[config.mk]
export PLATFORM = sky130hd
export DESIGN_NAME = mmio_disk_decoder
export DESIGN_NICKNAME = d
export VERILOG_FILES = /design/src/rtl/mmio_disk_pkg.sv /design/src/rtl/mmio_addr_decode.sv /design/src/rtl/mmio_ctrl_regs.sv /design/src/rtl/mmio_strobe_timer.sv /design/src/rtl/mmio_disk_decoder.sv
export SDC_FILE = /design/constraint.sdc
export NUM_CORES = 1
export LEC_CHECK = 0
export ABC_AREA = 1
export BUFFER_PORTS_ARGS = -buffer_cell sky130_fd_sc_hd__buf_2
export CAP_MARGIN = 40
export CORE_MARGIN = 3
export CORE_UTILIZATION = 48
export CTS_CLUSTER_DIAMETER = 150
export DETAILED_ROUTE_END_ITERATION = 8
export GPL_TIMING_DRIVEN = 0
export MAX_ROUTING_LAYER = met4
export PLACE_DENSITY = 0.87
export SYNTH_ARGS = -nofsm -noshare
export SYNTH_HDL_FRONTEND = slang
export SYNTH_SLANG_ARGS = --single-unit
export TNS_END_PERCENT = 1
[constraint.sdc]
create_clock -name clk -period 2.2 [get_ports clk]
set_input_delay 0.22 -clock clk [delete_from_list [all_inputs] [get_ports clk]]
set_output_delay 0.22 -clock clk [all_outputs]
set_load 0.01 [all_outputs]
[src/rtl/mmio_disk_pkg.sv]
package mmio_disk_pkg;

    localparam int unsigned ADDR_W  = 16;
    localparam int unsigned DATA_W  = 8;
    localparam int unsigned NDRIVES = 4;

    // Function codes chosen by {A3,A2} inside the register block
    typedef enum logic [1:0] {
        FN_FDC0   = 2'b00,
        FN_PRNDAT = 2'b01,
        FN_FDC1   = 2'b10,
        FN_CTRL   = 2'b11
    } blk_fn_e;

    typedef struct packed {
        logic [NDRIVES-1:0] drive;
        logic               side;
        logic               motor;
    } drv_ctl_t;

endpackage

[src/rtl/mmio_addr_decode.sv]
module mmio_addr_decode
    import mmio_disk_pkg::*;
(
    input  logic              mreq_n,
    input  logic              rd_n,
    input  logic              wr_n,
    input  logic [ADDR_W-1:0] addr,
    input  logic              romcs_in_n,
    input  logic              paged_in,
    output logic              rom_cs_n,
    output logic              ram_cs_n,
    output logic              fdc_cs_n,
    output logic [1:0]        fdc_addr,
    output logic              a14_out,
    output logic              stat_rd,
    output logic              shift_wr,
    output logic              strb_rd,
    output logic              ctl_wr
);
    logic    win;
    logic    blk;
    blk_fn_e fn;

    always_comb begin
        win = !mreq_n && (addr[15:14] == 2'b00) && romcs_in_n && paged_in;
        blk = win && addr[13] && !addr[12];
        fn  = blk_fn_e'(addr[3:2]);

        rom_cs_n = !(win && !addr[13]);
        ram_cs_n = !(win && addr[13] && addr[12]);
        fdc_cs_n = !(blk && !addr[2]);
        fdc_addr = addr[1:0];
        a14_out  = addr[14] | paged_in;

        stat_rd  = blk && (fn == FN_PRNDAT) && !rd_n;
        shift_wr = blk && (fn == FN_PRNDAT) && !wr_n;
        strb_rd  = blk && (fn == FN_CTRL)   && !rd_n;
        ctl_wr   = blk && (fn == FN_CTRL)   && !wr_n;
    end
endmodule

[src/rtl/mmio_ctrl_regs.sv]
module mmio_ctrl_regs
    import mmio_disk_pkg::*;
(
    input  logic              clk,
    input  logic              rst_n,
    input  logic              shift_wr,
    input  logic              ctl_wr,
    input  logic [DATA_W-1:0] din,
    output drv_ctl_t          drv,
    output logic [DATA_W-1:0] prn_byte,
    output logic              prn_sclk
);
    typedef struct packed {
        drv_ctl_t          drv;
        logic [DATA_W-1:0] shreg;
        logic              sclk;
        logic              shift_prev;
        logic              ctl_prev;
    } st_t;

    st_t st_d, st_q;

    always_comb begin
        st_d            = st_q;
        st_d.shift_prev = shift_wr;
        st_d.ctl_prev   = ctl_wr;
        st_d.sclk       = 1'b0;
        if (shift_wr && !st_q.shift_prev) begin
            st_d.shreg = {st_q.shreg[DATA_W-2:0], din[DATA_W-1]};
            st_d.sclk  = 1'b1;
        end
        if (ctl_wr && !st_q.ctl_prev) begin
            st_d.drv.drive = din[NDRIVES-1:0];
            st_d.drv.side  = din[NDRIVES];
            st_d.drv.motor = din[NDRIVES+1];
        end
    end

    always_ff @(posedge clk or negedge rst_n) begin
        if (!rst_n) st_q <= '0;
        else        st_q <= st_d;
    end

    assign drv      = st_q.drv;
    assign prn_byte = st_q.shreg;
    assign prn_sclk = st_q.sclk;
endmodule

[src/rtl/mmio_strobe_timer.sv]
module mmio_strobe_timer #(
    parameter int unsigned STROBE_CYCLES = 4
) (
    input  logic clk,
    input  logic rst_n,
    input  logic strb_rd,
    output logic strobe_n
);
    localparam int unsigned CNT_W = $clog2(STROBE_CYCLES + 1);

    typedef struct packed {
        logic [CNT_W-1:0] cnt;
        logic             prev;
    } st_t;

    st_t st_d, st_q;

    always_comb begin
        st_d      = st_q;
        st_d.prev = strb_rd;
        if (strb_rd && !st_q.prev)
            st_d.cnt = CNT_W'(STROBE_CYCLES);
        else if (st_q.cnt != '0)
            st_d.cnt = st_q.cnt - 1'b1;
    end

    always_ff @(posedge clk or negedge rst_n) begin
        if (!rst_n) st_q <= '0;
        else        st_q <= st_d;
    end

    assign strobe_n = (st_q.cnt == '0);
endmodule

[src/rtl/mmio_disk_decoder.sv]
module mmio_disk_decoder
    import mmio_disk_pkg::*;
#(
    parameter int unsigned STROBE_CYCLES = 4
) (
    input  logic              clk,
    input  logic              rst_n,
    input  logic              mreq_n,
    input  logic              rd_n,
    input  logic              wr_n,
    input  logic [15:0]       addr,
    input  logic [7:0]        data_in,
    input  logic              romcs_in_n,
    input  logic              paged_in,
    input  logic              prn_busy,
    output logic [7:0]        data_out,
    output logic              data_oe,
    output logic              rom_cs_n,
    output logic              ram_cs_n,
    output logic              fdc_cs_n,
    output logic [1:0]        fdc_addr,
    output logic              a14_out,
    output logic [3:0]        drive_sel,
    output logic              side_sel,
    output logic              motor_on,
    output logic [7:0]        prn_byte,
    output logic              prn_sclk,
    output logic              prn_strobe_n
);
    localparam int unsigned BUSY_BIT = 5;

    logic     stat_rd, shift_wr, strb_rd, ctl_wr;
    drv_ctl_t drv;

    mmio_addr_decode i_dec (
        .mreq_n     (mreq_n),
        .rd_n       (rd_n),
        .wr_n       (wr_n),
        .addr       (addr),
        .romcs_in_n (romcs_in_n),
        .paged_in   (paged_in),
        .rom_cs_n   (rom_cs_n),
        .ram_cs_n   (ram_cs_n),
        .fdc_cs_n   (fdc_cs_n),
        .fdc_addr   (fdc_addr),
        .a14_out    (a14_out),
        .stat_rd    (stat_rd),
        .shift_wr   (shift_wr),
        .strb_rd    (strb_rd),
        .ctl_wr     (ctl_wr)
    );

    mmio_ctrl_regs i_regs (
        .clk      (clk),
        .rst_n    (rst_n),
        .shift_wr (shift_wr),
        .ctl_wr   (ctl_wr),
        .din      (data_in),
        .drv      (drv),
        .prn_byte (prn_byte),
        .prn_sclk (prn_sclk)
    );

    mmio_strobe_timer #(.STROBE_CYCLES(STROBE_CYCLES)) i_strb (
        .clk      (clk),
        .rst_n    (rst_n),
        .strb_rd  (strb_rd),
        .strobe_n (prn_strobe_n)
    );

    always_comb begin
        data_out           = '1;
        data_out[BUSY_BIT] = prn_busy;
        data_oe            = stat_rd;
    end

    assign drive_sel = drv.drive;
    assign side_sel  = drv.side;
    assign motor_on  = drv.motor;
endmodule

# After elaboration in Yosys (flattened, before gate mapping)
# Cells that the tools add are included.
dict set report totals {
  ff_bits 21
  latchBits 0
  mem_bits_rw 0
  mem_bits_ro 0
  in_bits 32
  output_inout_bits 31
  wordCells 49
  n_memories 0
}
dict set report classes {
  add_sub_neg 1
  mul 0
  n_div 0
  order_cmp 0
  n_eq_ne 2
  shift 0
  mux 3
  n_bitwise 1
  n_reduce_logical 33
}
# op count
set op_table {}
lappend op_table {{1-bit logical AND} 17}
lappend op_table {{1-bit zero test} 12}
lappend op_table {{3-bit 2-to-1 mux} 2}
lappend op_table {{3-bit zero test} 1}
lappend op_table {{3-bit nonzero test} 1}
lappend op_table {{3-bit by 1-bit subtractor with 3-bit output, second input constant} 1}
lappend op_table {{2-bit by 1-bit == test with 1-bit output, second input constant} 1}
lappend op_table {{2-bit == test, second input constant} 1}
lappend op_table {{2-bit zero test} 1}
lappend op_table {{2-bit nonzero test} 1}
lappend op_table {{1-bit 2-to-1 mux} 1}
lappend op_table {{1-bit bitwise OR} 1}

# Longest topological paths before layout
dict set report logic_depth {
  depth_word 10
  ltp_mapped 8
  depth_no_buf 8
}

# By module
# Synthesis repeated with hierarchy kept, for this count alone.
dict set report unflattened {
  cells_unflattened 131
  hier_area_um2 1117.3
}
# mod n_inst cells_each area_each_um2 seq_area_each_um2
set by_module_without_submodules {}
lappend by_module_without_submodules {mmio_ctrl_regs 1 79 742.0 425.4}
lappend by_module_without_submodules {mmio_strobe_timer 1 24 205.2 100.1}
lappend by_module_without_submodules {mmio_addr_decode 1 19 106.4 0.0}
lappend by_module_without_submodules {mmio_disk_decoder 1 9 63.8 0.0}

# Worst setup path after synthesis
# Ideal clock, no wire load.
dict set report synth_path {
  kind {in2out}
  from {in paged_in}
  to {out fdc_cs_n}
  arrival_time_ns 0.922
  required_ns 1.980
  slack_ns 1.058
  path_stages 4
  n_path_buf 0
  path_cell_list {nand2_1 -> nor2_2 -> nand4_4 -> or2_2}
}
dict set report synth_between {
  elab_chain_cells 5
}
# item line_no
set synth_lines {}
lappend synth_lines {{start: declaration} mmio_disk_decoder.sv:14} ;# input logic paged_in,
lappend synth_lines {{1-bit logical AND} mmio_addr_decode.sv:25} ;# win = !mreq_n && (addr[15:14] == 2'b00) && romcs_in_n && paged_in;
lappend synth_lines {{1-bit logical AND (2 in a row)} mmio_addr_decode.sv:26} ;# blk = win && addr[13] && !addr[12];
lappend synth_lines {{1-bit logical AND} mmio_addr_decode.sv:31} ;# fdc_cs_n = !(blk && !addr[2]);
lappend synth_lines {{1-bit zero test} mmio_addr_decode.sv:31}
lappend synth_lines {{end: declaration} mmio_disk_decoder.sv:20} ;# output logic fdc_cs_n,
# No other way between the ends.

# Worst setup path after layout
dict set report layout_path {
  from {reg i_strb.st_q[1] (netlist name)}
  to {out prn_strobe_n}
}
dict set report layout_between {
  elab_chain_cells 1
}
# item line_no
set layout_lines {}
lappend layout_lines {{start: declaration} mmio_strobe_timer.sv:16} ;# st_t st_d, st_q;
lappend layout_lines {{start signal: assignment} mmio_strobe_timer.sv:29} ;# else st_q <= st_d;
lappend layout_lines {{3-bit zero test} mmio_strobe_timer.sv:32} ;# assign strobe_n = (st_q.cnt == '0);
lappend layout_lines {{end: declaration} mmio_disk_decoder.sv:28} ;# output logic prn_strobe_n
# No other way between the ends.

==> results.toml <==
[run_status]
status = "finished clean"

[worst_setup_path]
crit_path_start_kind = "register"
crit_fanout = 4
cp-end-kind = "output pin"
path_cells = "inv_1 -> ha_1 -> nand2_1 -> inv_1 -> buf_2"
slowest_delay_ns = 0.38
slowest_stage = "dfrtp_1"
cp.buffers_inverters = 3
reg2reg_from = "i_strb.st_q[1]$_DFFE_PN0P_"
cp_data_arrival_time_ns = 1.27
required_ns = 1.98
crit_top_cell = "inv_1"
critPathKind = "reg2out"
crit_start = "i_strb.st_q[1]$_DFFE_PN0P_"
cp_top_family = "flip-flops"

[timing]
skew_ns = 0.00952
period_share_pct = 67.7
slew_viol_final = 0
final.min_clock_period_ns = 1.49
setup_tns_ns = 0
hold_viol_final = 0
setup_viol = 0
max_freq_ghz = 0.671
rsz0062_at_grt = "false"

[cts]
clk_pin_slew_ns = 0.11
cts_buffers = 3
postCtsSetupBuffers = 0
clock-root-buffer = "clkbuf_4"
clkLatencyLatePin_ns = 0.30
cts.path.max_buffers = 2
htree_num_levels = 1
tritoncts = "yes"
cts.sinks = 21

[routing]
drtIter0Drc = 37
antenna_left = 0
drc = 0
wirelength_um = 2370
vias = 1038
dr.pass1.iters = 4
vias_per_cell = 4.78
wire_per_inst_um = 10.9

[cells_and_area]
syn2layout_area_growth_pct = 25.9
final_cell_mix = "buf_2 (43), nand2_1 (37), buf_4 (22)"
fin_nets = 224
drive_gt1_share_pct = 41.3
diodes = 0
fin_area_mm2 = 0.00151
final_common_cell = "buf_2"

[die]
core-area_mm2 = 0.00230
fp-row-count = 17
die_w_um = 56.0
initial_core_util_pct = 52.2
io_pins = 63
dieArea_mm2 = 0.00313
chipHeight_um = 56.0

[yosys]
netlist_instances = 135
synth_seq_area_share_pct = 43.8
synth_cell_types = 22
synth_top_area_cell = "dfrtp_1"
syn_area_per_cell_um2 = 8.88
synth_top_area_share_pct = 43.8
synth_area_mm2 = 0.00120
synth_area_leaders = "dfrtp_1 (44%), buf_4 (14%), nand2_1 (12%), nand4_1 (7.3%), inv_1 (4.7%)"
ys_ff_latch = 21
yosysWarningCount = 0

[placement]
io_buffers = 43
dp_hpwl_um = 1910
gp_congestion = 0.805
dpl_cell_area_mm2 = 0.00147

[hold_path]
hold_class = "in2reg"
hp-start = "wr_n"

[pwr]
leakage_uw = 0.000949
cellPowerDensity_mw_per_mm2 = 574
max-vdd-ir-drop_v = 0.000360

[run]
maxCapViolations = 0

[global_route]
grt.total_usage_pct = 16.3
grt_pass1_wl_um = 4040
grt_start_max_net_pins = 22
antenna_found_initial = 0
grt-ovfl-total = 0
grt_pass1_vias = 947
metrics by stage:
| step | std cells | utilization [%] | setup slack (ns) | power (µW) | hold WS (ns) |
|---|---|---|---|---|---|
| floorplan | 141 | - | 1.06 | 611 | -0.0756 |
| global placement | 212 | 64.1 | 0.832 | 667 | 0.191 |
| detailed placement | 212 | 64.1 | 0.811 | 689 | 0.197 |
| CTS | 217 | 65.7 | 0.706 | 869 | 0.0944 |
| global route | 217 | 65.7 | 0.635 | 928 | 0.0936 |
| finish | 217 | 65.7 | 0.710 | 866 | 0.100 |
cell usage after synthesis, drive strengths merged:
library cell	n
nand2	37
buf	22
dfrtp	21
inv	15
nand4	15
nor2	6
nand3	4
clkinv	2
ha	2
o21ai	2
or2	2
clkbuf	1
conb	1
nand3b	1
nor3	1
nor4	1
xnor2	1
xor2	1
flip-flops by register name, indices dropped and copies added, names as in the netlist:
| register | cells |
|---|---|
| i_regs.drv | 6 |
| i_regs.prn_byte | 8 |
| i_regs.prn_sclk | 1 |
| i_regs.st_q | 2 |
| i_strb.st_q | 4 |
path summary, 6_finish.rpt:
check	cells after the start	end	slack (ns)
max	5	prn_strobe_n	0.71
min	2	i_regs.st_q[0]$_DFF_PN0_	0.10
max reg2reg	8	i_strb.st_q[2]$_DFFE_PN0P_	1.06
min reg2reg	2	i_regs.prn_byte[7]$_DFFE_PN0P_	0.49
max in group asynchronous	2	i_regs.drv[4]$_DFFE_PN0P_	1.49
min in group asynchronous	2	i_regs.drv[5]$_DFFE_PN0P_	0.39
per-layer routing:
metal | routed length, µm | global-route usage [%]
met1 | 944 | 18.9
met5 | 0 | -
met2 | 1170 | 27.9
met3 | 234 | 2.09
met4 | 23 | 7.46
final cells by class:
class                   count  area [µm²]
fillers                   187         788
inverters                  17        63.8
clock inverters             1        5.00
well taps                  28        35.0
multi-input cells          80         463
plain buffers              23         169
flip-flops and latches     21         526
repair buffers             44         225
clock buffers               3        22.5
cells by family after synthesis:
kind of cell / after synthesis / share of synthesized area [%]
AO/OA/AOI/OAI: 2 / 0.835
XOR/XNOR: 2 / 1.46
adder cells (fa/ha/maj): 2 / 2.09
buffers and inverters: 40 / 19.4
flip-flops: 21 / 43.8
other: 1 / 0.313
AND/OR/NAND/NOR: 67 / 32.0
power by group:
part	total (µW)	leakage [µW]	internal (µW)	switching (µW)
clock network	182	0.0000177	67.7	114
logic	248	0.000645	105	143
registers	436	0.000287	420	15.6
total	866	0.000949	593	272
repair_timing:
| item | in CTS | in global routing |
|---|---|---|
| hold buffers | 1 | 0 |
| resized for setup | 0 | 0 |
| endpoints found under the hold margin | 21 | 0 |
Power figures use the tool's default switching activity.
